--- config.mk ---
export PLATFORM = sky130hd
export DESIGN_NAME = trap_entry_unit
export DESIGN_NICKNAME = d
export VERILOG_FILES = /design/src/rtl/trap_entry_pkg.sv /design/src/rtl/trap_pc_mask.sv /design/src/rtl/trap_status_calc.sv /design/src/rtl/trap_level_calc.sv /design/src/rtl/trap_entry_unit.sv
export SDC_FILE = /design/constraint.sdc
export NUM_CORES = 1
export LEC_CHECK = 0
export BUFFER_PORTS_ARGS = -buffer_cell sky130_fd_sc_hd__buf_2
export CELL_PAD_IN_SITES_DETAIL_PLACEMENT = 1
export CELL_PAD_IN_SITES_GLOBAL_PLACEMENT = 2
export CORE_MARGIN = 5
export CORE_UTILIZATION = 25
export CTS_CLUSTER_DIAMETER = 100
export DETAILED_ROUTE_END_ITERATION = 10
export MAX_ROUTING_LAYER = met4
export PLACE_DENSITY_LB_ADDON = 0.25
export SLEW_MARGIN = 20
export SYNTH_ARGS = -nofsm -noshare
export SYNTH_HDL_FRONTEND = slang
export SYNTH_SLANG_ARGS = --single-unit
--- constraint.sdc ---
create_clock -name clk -period 1.2 [get_ports clk]
set_clock_uncertainty 0.2 [all_clocks]
set_input_delay 0.06 -clock clk [delete_from_list [all_inputs] [get_ports clk]]
set_output_delay 0.06 -clock clk [all_outputs]
set_load 0.01 [all_outputs]
--- src/rtl/trap_entry_pkg.sv ---
// Package: shared field positions and the entry-kind type for the trap
// entry state updater. Assumes status words of at least 11 bits.
package trap_entry_pkg;
    // processor status word bit positions
    localparam int PS_IE   = 1;
    localparam int PS_PRIV = 2;
    localparam int PS_AM   = 3;
    localparam int PS_PEF  = 4;
    localparam int PS_TLE  = 8;
    localparam int PS_CLE  = 9;
    // hypervisor status word bit positions
    localparam int HS_HPRIV = 2;
    localparam int HS_RED   = 5;
    localparam int HS_IBE   = 10;
    // saved-state word layout
    localparam int SV_W     = 64;
    localparam int SV_GL_LO = 40;
    localparam int SV_PS_LO = 8;
    localparam int GL_W     = 3;

    typedef enum logic [1:0] {
        ENTRY_PRIV  = 2'd0,
        ENTRY_HYPER = 2'd1,
        ENTRY_RED   = 2'd2
    } entry_kind_e;
endpackage

--- src/rtl/trap_pc_mask.sv ---
// Module: trap_pc_mask
// Passes a program counter through and, when the address mask is set,
// zeroes every bit at or above KEEP_W. Assumes KEEP_W >= 1.
module trap_pc_mask #(
    parameter int PC_W   = 64,
    parameter int KEEP_W = 32
) (
    input  logic            mask_en,
    input  logic [PC_W-1:0] pc_in,
    output logic [PC_W-1:0] pc_out
);
    generate
        if (PC_W > KEEP_W) begin : g_trunc
            localparam int HI_W = PC_W - KEEP_W;
            // purpose: select the full or the truncated address
            always_comb begin
                pc_out = pc_in;
                if (mask_en) begin
                    pc_out = {{HI_W{1'b0}}, pc_in[KEEP_W-1:0]};
                end
            end
        end else begin : g_pass
            // purpose: the counter is already no wider than the mask
            always_comb begin
                pc_out = pc_in;
            end
        end
    endgenerate
endmodule

--- src/rtl/trap_status_calc.sv ---
// Module: trap_status_calc
// Applies the per-entry-kind bit rules to the processor and hypervisor
// status words. Purely combinational. Assumes both words are wider than
// bit 10.
module trap_status_calc
    import trap_entry_pkg::*;
#(
    parameter int PS_W = 12,
    parameter int HS_W = 12
) (
    input  entry_kind_e     kind,
    input  logic [PS_W-1:0] ps_in,
    input  logic [HS_W-1:0] hs_in,
    output logic [PS_W-1:0] ps_out,
    output logic [HS_W-1:0] hs_out
);
    logic [PS_W-1:0] ps_common;

    // purpose: bits that privileged and hyperprivileged entries share
    always_comb begin
        ps_common         = ps_in;
        ps_common[PS_PEF] = 1'b1;
        ps_common[PS_AM]  = 1'b0;
        ps_common[PS_IE]  = 1'b0;
    end

    // purpose: pick the final words according to the entry kind
    always_comb begin
        ps_out = ps_common;
        hs_out = hs_in;
        case (kind)
            ENTRY_RED: begin
                ps_out          = '0;
                ps_out[PS_PRIV] = ps_in[PS_PRIV];
                ps_out[PS_PEF]  = 1'b1;
                hs_out[HS_RED]  = 1'b1;
            end
            ENTRY_HYPER: begin
                ps_out[PS_CLE]   = 1'b0;
                hs_out[HS_RED]   = 1'b0;
                hs_out[HS_HPRIV] = 1'b1;
                hs_out[HS_IBE]   = 1'b0;
            end
            default: begin
                ps_out[PS_PRIV] = 1'b1;
                ps_out[PS_CLE]  = ps_in[PS_TLE];
            end
        endcase
    end
endmodule

--- src/rtl/trap_level_calc.sv ---
// Module: trap_level_calc
// Next trap level (wrapping increment) and next global level (increment
// saturating at MAX_GL). Assumes MAX_GL fits in GL_W bits.
module trap_level_calc
    import trap_entry_pkg::*;
#(
    parameter int TL_W   = 3,
    parameter int MAX_GL = 2
) (
    input  logic [TL_W-1:0] tl_in,
    input  logic [GL_W-1:0] gl_in,
    output logic [TL_W-1:0] tl_out,
    output logic [GL_W-1:0] gl_out
);
    localparam logic [GL_W-1:0] GL_CAP = GL_W'(MAX_GL);

    // purpose: step the trap level
    always_comb begin
        tl_out = tl_in + TL_W'(1);
    end

    // purpose: step the global level without passing the cap
    always_comb begin
        if (gl_in >= GL_CAP) begin
            gl_out = GL_CAP;
        end else begin
            gl_out = gl_in + GL_W'(1);
        end
    end
endmodule

--- src/rtl/trap_entry_unit.sv ---
// Module: trap_entry_unit (top)
// Computes and registers the complete new control state on a trap request.
// Assumes the caller feeds its registered outputs back as cur_* inputs.
// All outputs change only on a clock edge with trap_req high.
module trap_entry_unit
    import trap_entry_pkg::*;
#(
    parameter int PC_W   = 64,
    parameter int KEEP_W = 32,
    parameter int PS_W   = 12,
    parameter int HS_W   = 12,
    parameter int TL_W   = 3,
    parameter int TT_W   = 8,
    parameter int MAX_GL = 2
) (
    input  logic            clk,
    input  logic            rst_n,
    input  logic            trap_req,
    input  logic            to_hyper,
    input  logic            red_trap,
    input  logic [TT_W-1:0] trap_type,
    input  logic [PC_W-1:0] cur_pc,
    input  logic [PC_W-1:0] cur_npc,
    input  logic [PS_W-1:0] cur_pstate,
    input  logic [HS_W-1:0] cur_hpstate,
    input  logic [TL_W-1:0] cur_tl,
    input  logic [GL_W-1:0] cur_gl,
    output logic [PC_W-1:0] saved_pc,
    output logic [PC_W-1:0] saved_npc,
    output logic [SV_W-1:0] saved_state,
    output logic [PS_W-1:0] new_pstate,
    output logic [HS_W-1:0] new_hpstate,
    output logic [TL_W-1:0] new_tl,
    output logic [GL_W-1:0] new_gl
);
    localparam logic [GL_W-1:0] GL_CAP = GL_W'(MAX_GL);

    entry_kind_e     kind;
    logic [PC_W-1:0] pc_d, npc_d;
    logic [PS_W-1:0] ps_d;
    logic [HS_W-1:0] hs_d;
    logic [TL_W-1:0] tl_d;
    logic [GL_W-1:0] gl_d;
    logic [SV_W-1:0] sv_d;

    // purpose: decode the entry kind, error-state first
    always_comb begin
        if (red_trap)      kind = ENTRY_RED;
        else if (to_hyper) kind = ENTRY_HYPER;
        else               kind = ENTRY_PRIV;
    end

    // purpose: pack the saved-state word
    always_comb begin
        sv_d                      = '0;
        sv_d[SV_GL_LO +: GL_W]    = cur_gl;
        sv_d[SV_PS_LO +: PS_W]    = cur_pstate;
        sv_d[TT_W-1:0]            = trap_type;
    end

    trap_pc_mask #(.PC_W(PC_W), .KEEP_W(KEEP_W)) u_pc_mask (
        .mask_en (cur_pstate[PS_AM]),
        .pc_in   (cur_pc),
        .pc_out  (pc_d)
    );

    trap_pc_mask #(.PC_W(PC_W), .KEEP_W(KEEP_W)) u_npc_mask (
        .mask_en (cur_pstate[PS_AM]),
        .pc_in   (cur_npc),
        .pc_out  (npc_d)
    );

    trap_status_calc #(.PS_W(PS_W), .HS_W(HS_W)) u_status (
        .kind   (kind),
        .ps_in  (cur_pstate),
        .hs_in  (cur_hpstate),
        .ps_out (ps_d),
        .hs_out (hs_d)
    );

    trap_level_calc #(.TL_W(TL_W), .MAX_GL(MAX_GL)) u_levels (
        .tl_in  (cur_tl),
        .gl_in  (cur_gl),
        .tl_out (tl_d),
        .gl_out (gl_d)
    );

    // purpose: commit all new state together on a trap, else hold
    always_ff @(posedge clk) begin
        if (!rst_n) begin
            saved_pc    <= '0;
            saved_npc   <= '0;
            saved_state <= '0;
            new_pstate  <= '0;
            new_hpstate <= '0;
            new_tl      <= '0;
            new_gl      <= '0;
        end else if (trap_req) begin
            saved_pc    <= pc_d;
            saved_npc   <= npc_d;
            saved_state <= sv_d;
            new_pstate  <= ps_d;
            new_hpstate <= hs_d;
            new_tl      <= tl_d;
            new_gl      <= gl_d;
        end
    end

    // no request, no change
    a_r2_hold: assert property (@(posedge clk) disable iff (!rst_n)
        !trap_req |=> ($stable(new_pstate) && $stable(new_hpstate) &&
                       $stable(new_tl) && $stable(new_gl) && $stable(saved_pc)));

    // trap level steps by one
    a_r3_tl_step: assert property (@(posedge clk) disable iff (!rst_n)
        trap_req |=> new_tl == $past(cur_tl) + TL_W'(1));

    // global level never passes the cap
    a_r4_gl_cap: assert property (@(posedge clk) disable iff (!rst_n)
        new_gl <= GL_CAP);

    // old global level lands in the saved word
    a_r5_gl_saved: assert property (@(posedge clk) disable iff (!rst_n)
        trap_req |=> saved_state[SV_GL_LO +: GL_W] == $past(cur_gl));

    // masked addresses have clear upper bits
    a_r6_am_trunc: assert property (@(posedge clk) disable iff (!rst_n)
        (trap_req && cur_pstate[PS_AM]) |=>
            ((saved_pc >> KEEP_W) == '0 && (saved_npc >> KEEP_W) == '0));

    // hyperprivileged entry sets hpriv, clears red
    a_r8_hyper: assert property (@(posedge clk) disable iff (!rst_n)
        (trap_req && to_hyper && !red_trap) |=>
            (new_hpstate[HS_HPRIV] && !new_hpstate[HS_RED] && !new_pstate[PS_CLE]));

    // error-state entry leaves at most two status bits set
    a_r9_red: assert property (@(posedge clk) disable iff (!rst_n)
        (trap_req && red_trap) |=>
            (new_pstate[PS_PEF] && new_hpstate[HS_RED] && $countones(new_pstate) <= 2));
endmodule

==> results <==
- From bottom edge to top edge, the die measures approximately 180 µm.
- The gate count of the mapped netlist is between 700 and 800.
- The maximum clock insertion buffer count is 2.
- VDD sags by at most 0.0006694 V.
- The global placement routability congestion is around 0.78.
- The total clock buffers created by CTS is 17.
- The start-to-end type of the worst setup path is flip-flop to output port.
- The clock latency reported for the late side of the worst-skew pair is around 420 ps.
- For this run, the number of standard cells in the final layout without fillers is 1641.
- In this run the power density over the cells is about 1200 mW/mm².
- The number of enable flip-flop cells after synthesis is 0.
- The CTS tree is built.
- Setup violations remaining at the end of the flow were counted as 0.
- The DRC violation count after routing is 0.
- The die outline width is 180.4 µm.
- Once detail routing completed, the nets flagged for antenna violations numbered 0.
- The count of routing violations after the opening detailed-route iteration is between 100 and 150.
- The cell family contributing the most delay on the critical path is flip-flops.
- The standard cell core area is 0.02870 mm².
- In this run the core area contains a little over 60 standard-cell rows.
- The vias per cell is slightly above 4.
- The die covers 0.03255 mm².
- The final max-slew violation count is 0.
- The kind of capture point of the worst setup path is an output port.
- Based on the critical path, the design can be clocked at up to about 0.86 GHz.
- The number of search-and-repair iterations in the first detailed-routing pass is 4.
- The H-tree was split into 4 levels.
- Counting the fill cells in the layout gives about 3300.
- The area growth from synthesis to layout is 69.53%.
- Data arrives at the worst endpoint at about 900 ps.
- In this run switching power makes up between 20% and 30% of total power.
- The number of buffer cells added on primary ports is ~350.
- The number of placed cells counting well taps is around 1400.
- The fraction of the yosys area taken by sequential cells is between 40% and 50%.
- The final clock period utilization by the worst path is between 90 and 100%.
- The residual overflow from global routing is 0.
- The flow ran to the end, but the final reports show violations.
- The portion of total power attributed to the clock network is 37.7%.
- The leading register cell type out of synthesis is sky130_fd_sc_hd__dfxtp_1.
- The total leakage power is about 5.7 nW.
- Entering global routing, the biggest net connects 75 pins.
- The maximum fanout encountered on the critical timing path is 2.
- The buffer type at the clock tree root is sky130_fd_sc_hd__clkbuf_16.
- Detailed placement ended at an HPWL of between 15 and 20 mm.
- STA classifies the critical path startpoint as a flip-flop.
- The cell area after placement is ~0.0094 mm².
- The register clock-pin slew on the reported worst setup and hold paths is roughly 70 ps.
- At the worst endpoint, the required time is 940 ps.
- Internal power comes to roughly 10 mW.
- The checks that failed: negative hold slack.
- The largest single stage delay on the critical path is around 340 ps.
- Cells fill 42.89% of the core in the end.
- After the last flow step, the layout net total stands at 1418.
- The sequential cell area in the final layout is around 0.0037 mm².
- The number of different library cells in the post-synthesis netlist is 30.
- The routed design could run at a clock period as short as ~1200 ps.
- The tool flagged a number of max-cap violations equal to 0.
- The combined area of the multi-input logic cells is about 0.0032 mm².
- The synthesized netlist occupies a cell area of 0.007261 mm².
- Once the floorplan was initialized, standard cells occupied about a quarter of the core.
- The worst-path cell with the longest stage delay is sky130_fd_sc_hd__dfxtp_1.
- The number of hold violations in the final report is 5.
- The routed layout has between 6000 and 7000 vias.
- In this run, synthesis produced a sequential element count of about 180.
- In the post-route analysis, the smallest setup slack over all paths is ~37 ps.
- After routing the design area is ~0.012 mm².
- Final hold analysis gives a worst-case slack of -56.63 ps.
- The share of layout cells above drive strength 1 is a little over two fifths.
- The library cell used most frequently in the layout, excluding fill and tap cells, is sky130_fd_sc_hd__buf_2.
- The number of global-route vias before repair came to 7255.
- In this run the power spent charging and discharging nets is 3.904 mW.
- The number of buffers and inverters on the critical path is 1.
- The share of synthesized registers carrying an async set or reset is 0%.
- The share of power burned in combinational logic is roughly 17%.
- The initial antenna violation count is 0.
- The library cells used most frequently in the layout, excluding fill and tap cells, are 269 x sky130_fd_sc_hd__buf_2, 220 x sky130_fd_sc_hd__nor2b_1, 174 x sky130_fd_sc_hd__dlygate4sd3_1, 116 x sky130_fd_sc_hd__dfxtp_2, 91 x sky130_fd_sc_hd__mux2i_1.
- The critical path goes through buf_2.
- The average instance area after synthesis is around 10 µm².
- The post-detailed-route wirelength per cell is around 16 µm.
- Across every metal layer, demand over resource in global routing totals ~16%.
- The sequential fraction of design power is approximately 45%.
- Setup repair after global routing could not meet its margin everywhere.
- Before CTS, the worst setup slack after placement is -13.51 ps.
- The first global-routing pass estimated ~40 mm of wire.
- The Yosys warning count is 0.
- The final layout contains routed wiring with a total length of ~27 mm.
- The number of clock sinks is around 180.
- The top-level I/O count is about 390.
- The number of diodes added for antenna fixing is 0.
- In this run the worst hold path is classified as input pin to flip-flop.
[cells by family after synthesis]
family                   after synthesis  synth area share [%]
multiplexers                          91                 12.55
XOR/XNOR                               1                0.1206
other                                  1               0.05165
AND/OR/NAND/NOR                      249                 21.35
AO/OA/AOI/OAI                         96                 7.221
buffers and inverters                101                 8.840
adder cells (fa/ha/maj)                3                0.5170
flip-flops                           179                 49.35
[power groups by stage]
stage / Clock, mW / Combinational [mW] / Sequential, mW
after global routing: 5.91 / 2.69 / 6.49
final: 5.41 / 2.47 / 6.45
after floorplan: 0 / 0.925 / 6.66
after CTS: 5.69 / 2.37 / 6.39
after global placement: 0 / 1.87 / 6.51
after detailed placement: 0 / 1.89 / 6.52
[metal layers]
layer	routed length, µm	vias to the layer above	GRT usage [%]
met5	0	-	-
met4	319	0	4.295
met3	1699	15	4.380
met2	13430	237	27.76
met1	11100	3098	18.55
li1	-	3304	-
[repair_timing]
action                                  4_1_cts  5_1_grt
buffers inserted                              0        1
hold endpoints to repair                    179        6
endpoints found under the setup margin       15      205
gates cloned                                  0        0
pin swaps                                     0        0
gates resized for setup                      25      184
hold buffers                                173        1
[flip-flops by register name, indices dropped and copies added, names as in the netlist]
signal	count
saved_state	23
new_tl	3
saved_npc	64
new_pstate	10
new_gl	3
saved_pc	64
new_hpstate	12
[synthesized netlist by cell type, drive strengths merged (2+ instances only)]
master / n / area share (%)
nand3: 2 / 0.14
nor2b: 221 / 19
dfxtp: 179 / 49
ha: 3 / 0.52
and2: 6 / 0.52
clkbuf: 23 / 1.2
buf: 69 / 7.2
o21ai: 5 / 0.34
o21a: 2 / 0.21
inv: 9 / 0.47
nand2: 8 / 0.41
o22ai: 6 / 0.52
a21boi: 8 / 0.83
a21oi: 72 / 5.0
nand2b: 8 / 0.69
mux2i: 91 / 13
[layout make-up]
type                            count  share of cell area (%)
Timing Repair Buffer              554                   34.94
Sequential cell                   179                   30.32
Multi-Input combinational cell    483                   26.07
Tap cell                          384                   3.903
Clock buffer                       19                   3.517
Clock inverter                     13                  0.9758
Inverter                            9                  0.2744
[metrics by stage]
| stage | power, mW | setup TNS (ps) |
|---|---|---|
| 2_1_floorplan | 7.586 | 0 |
| 3_3_place_gp | 8.384 | 0 |
| 3_5_place_dp | 8.409 | -13.51 |
| 4_1_cts | 14.45 | 0 |
| 5_1_grt | 15.08 | -88.92 |
| 6_report | 14.33 | 0 |
[path summary, 6_finish.rpt]
check	startpoint	to	slack [ps]	cells after the start
worst max-delay path	new_hpstate[2]	new_hpstate[2]	40	1
worst min-delay path	cur_gl[1]	new_gl[1]	-60	4
worst max register to register	saved_npc[18]	saved_npc[18]	180	3
worst min register to register	new_pstate[4]	new_pstate[4]	270	1
No activity file was read; power rests on OpenSTA's default activity.
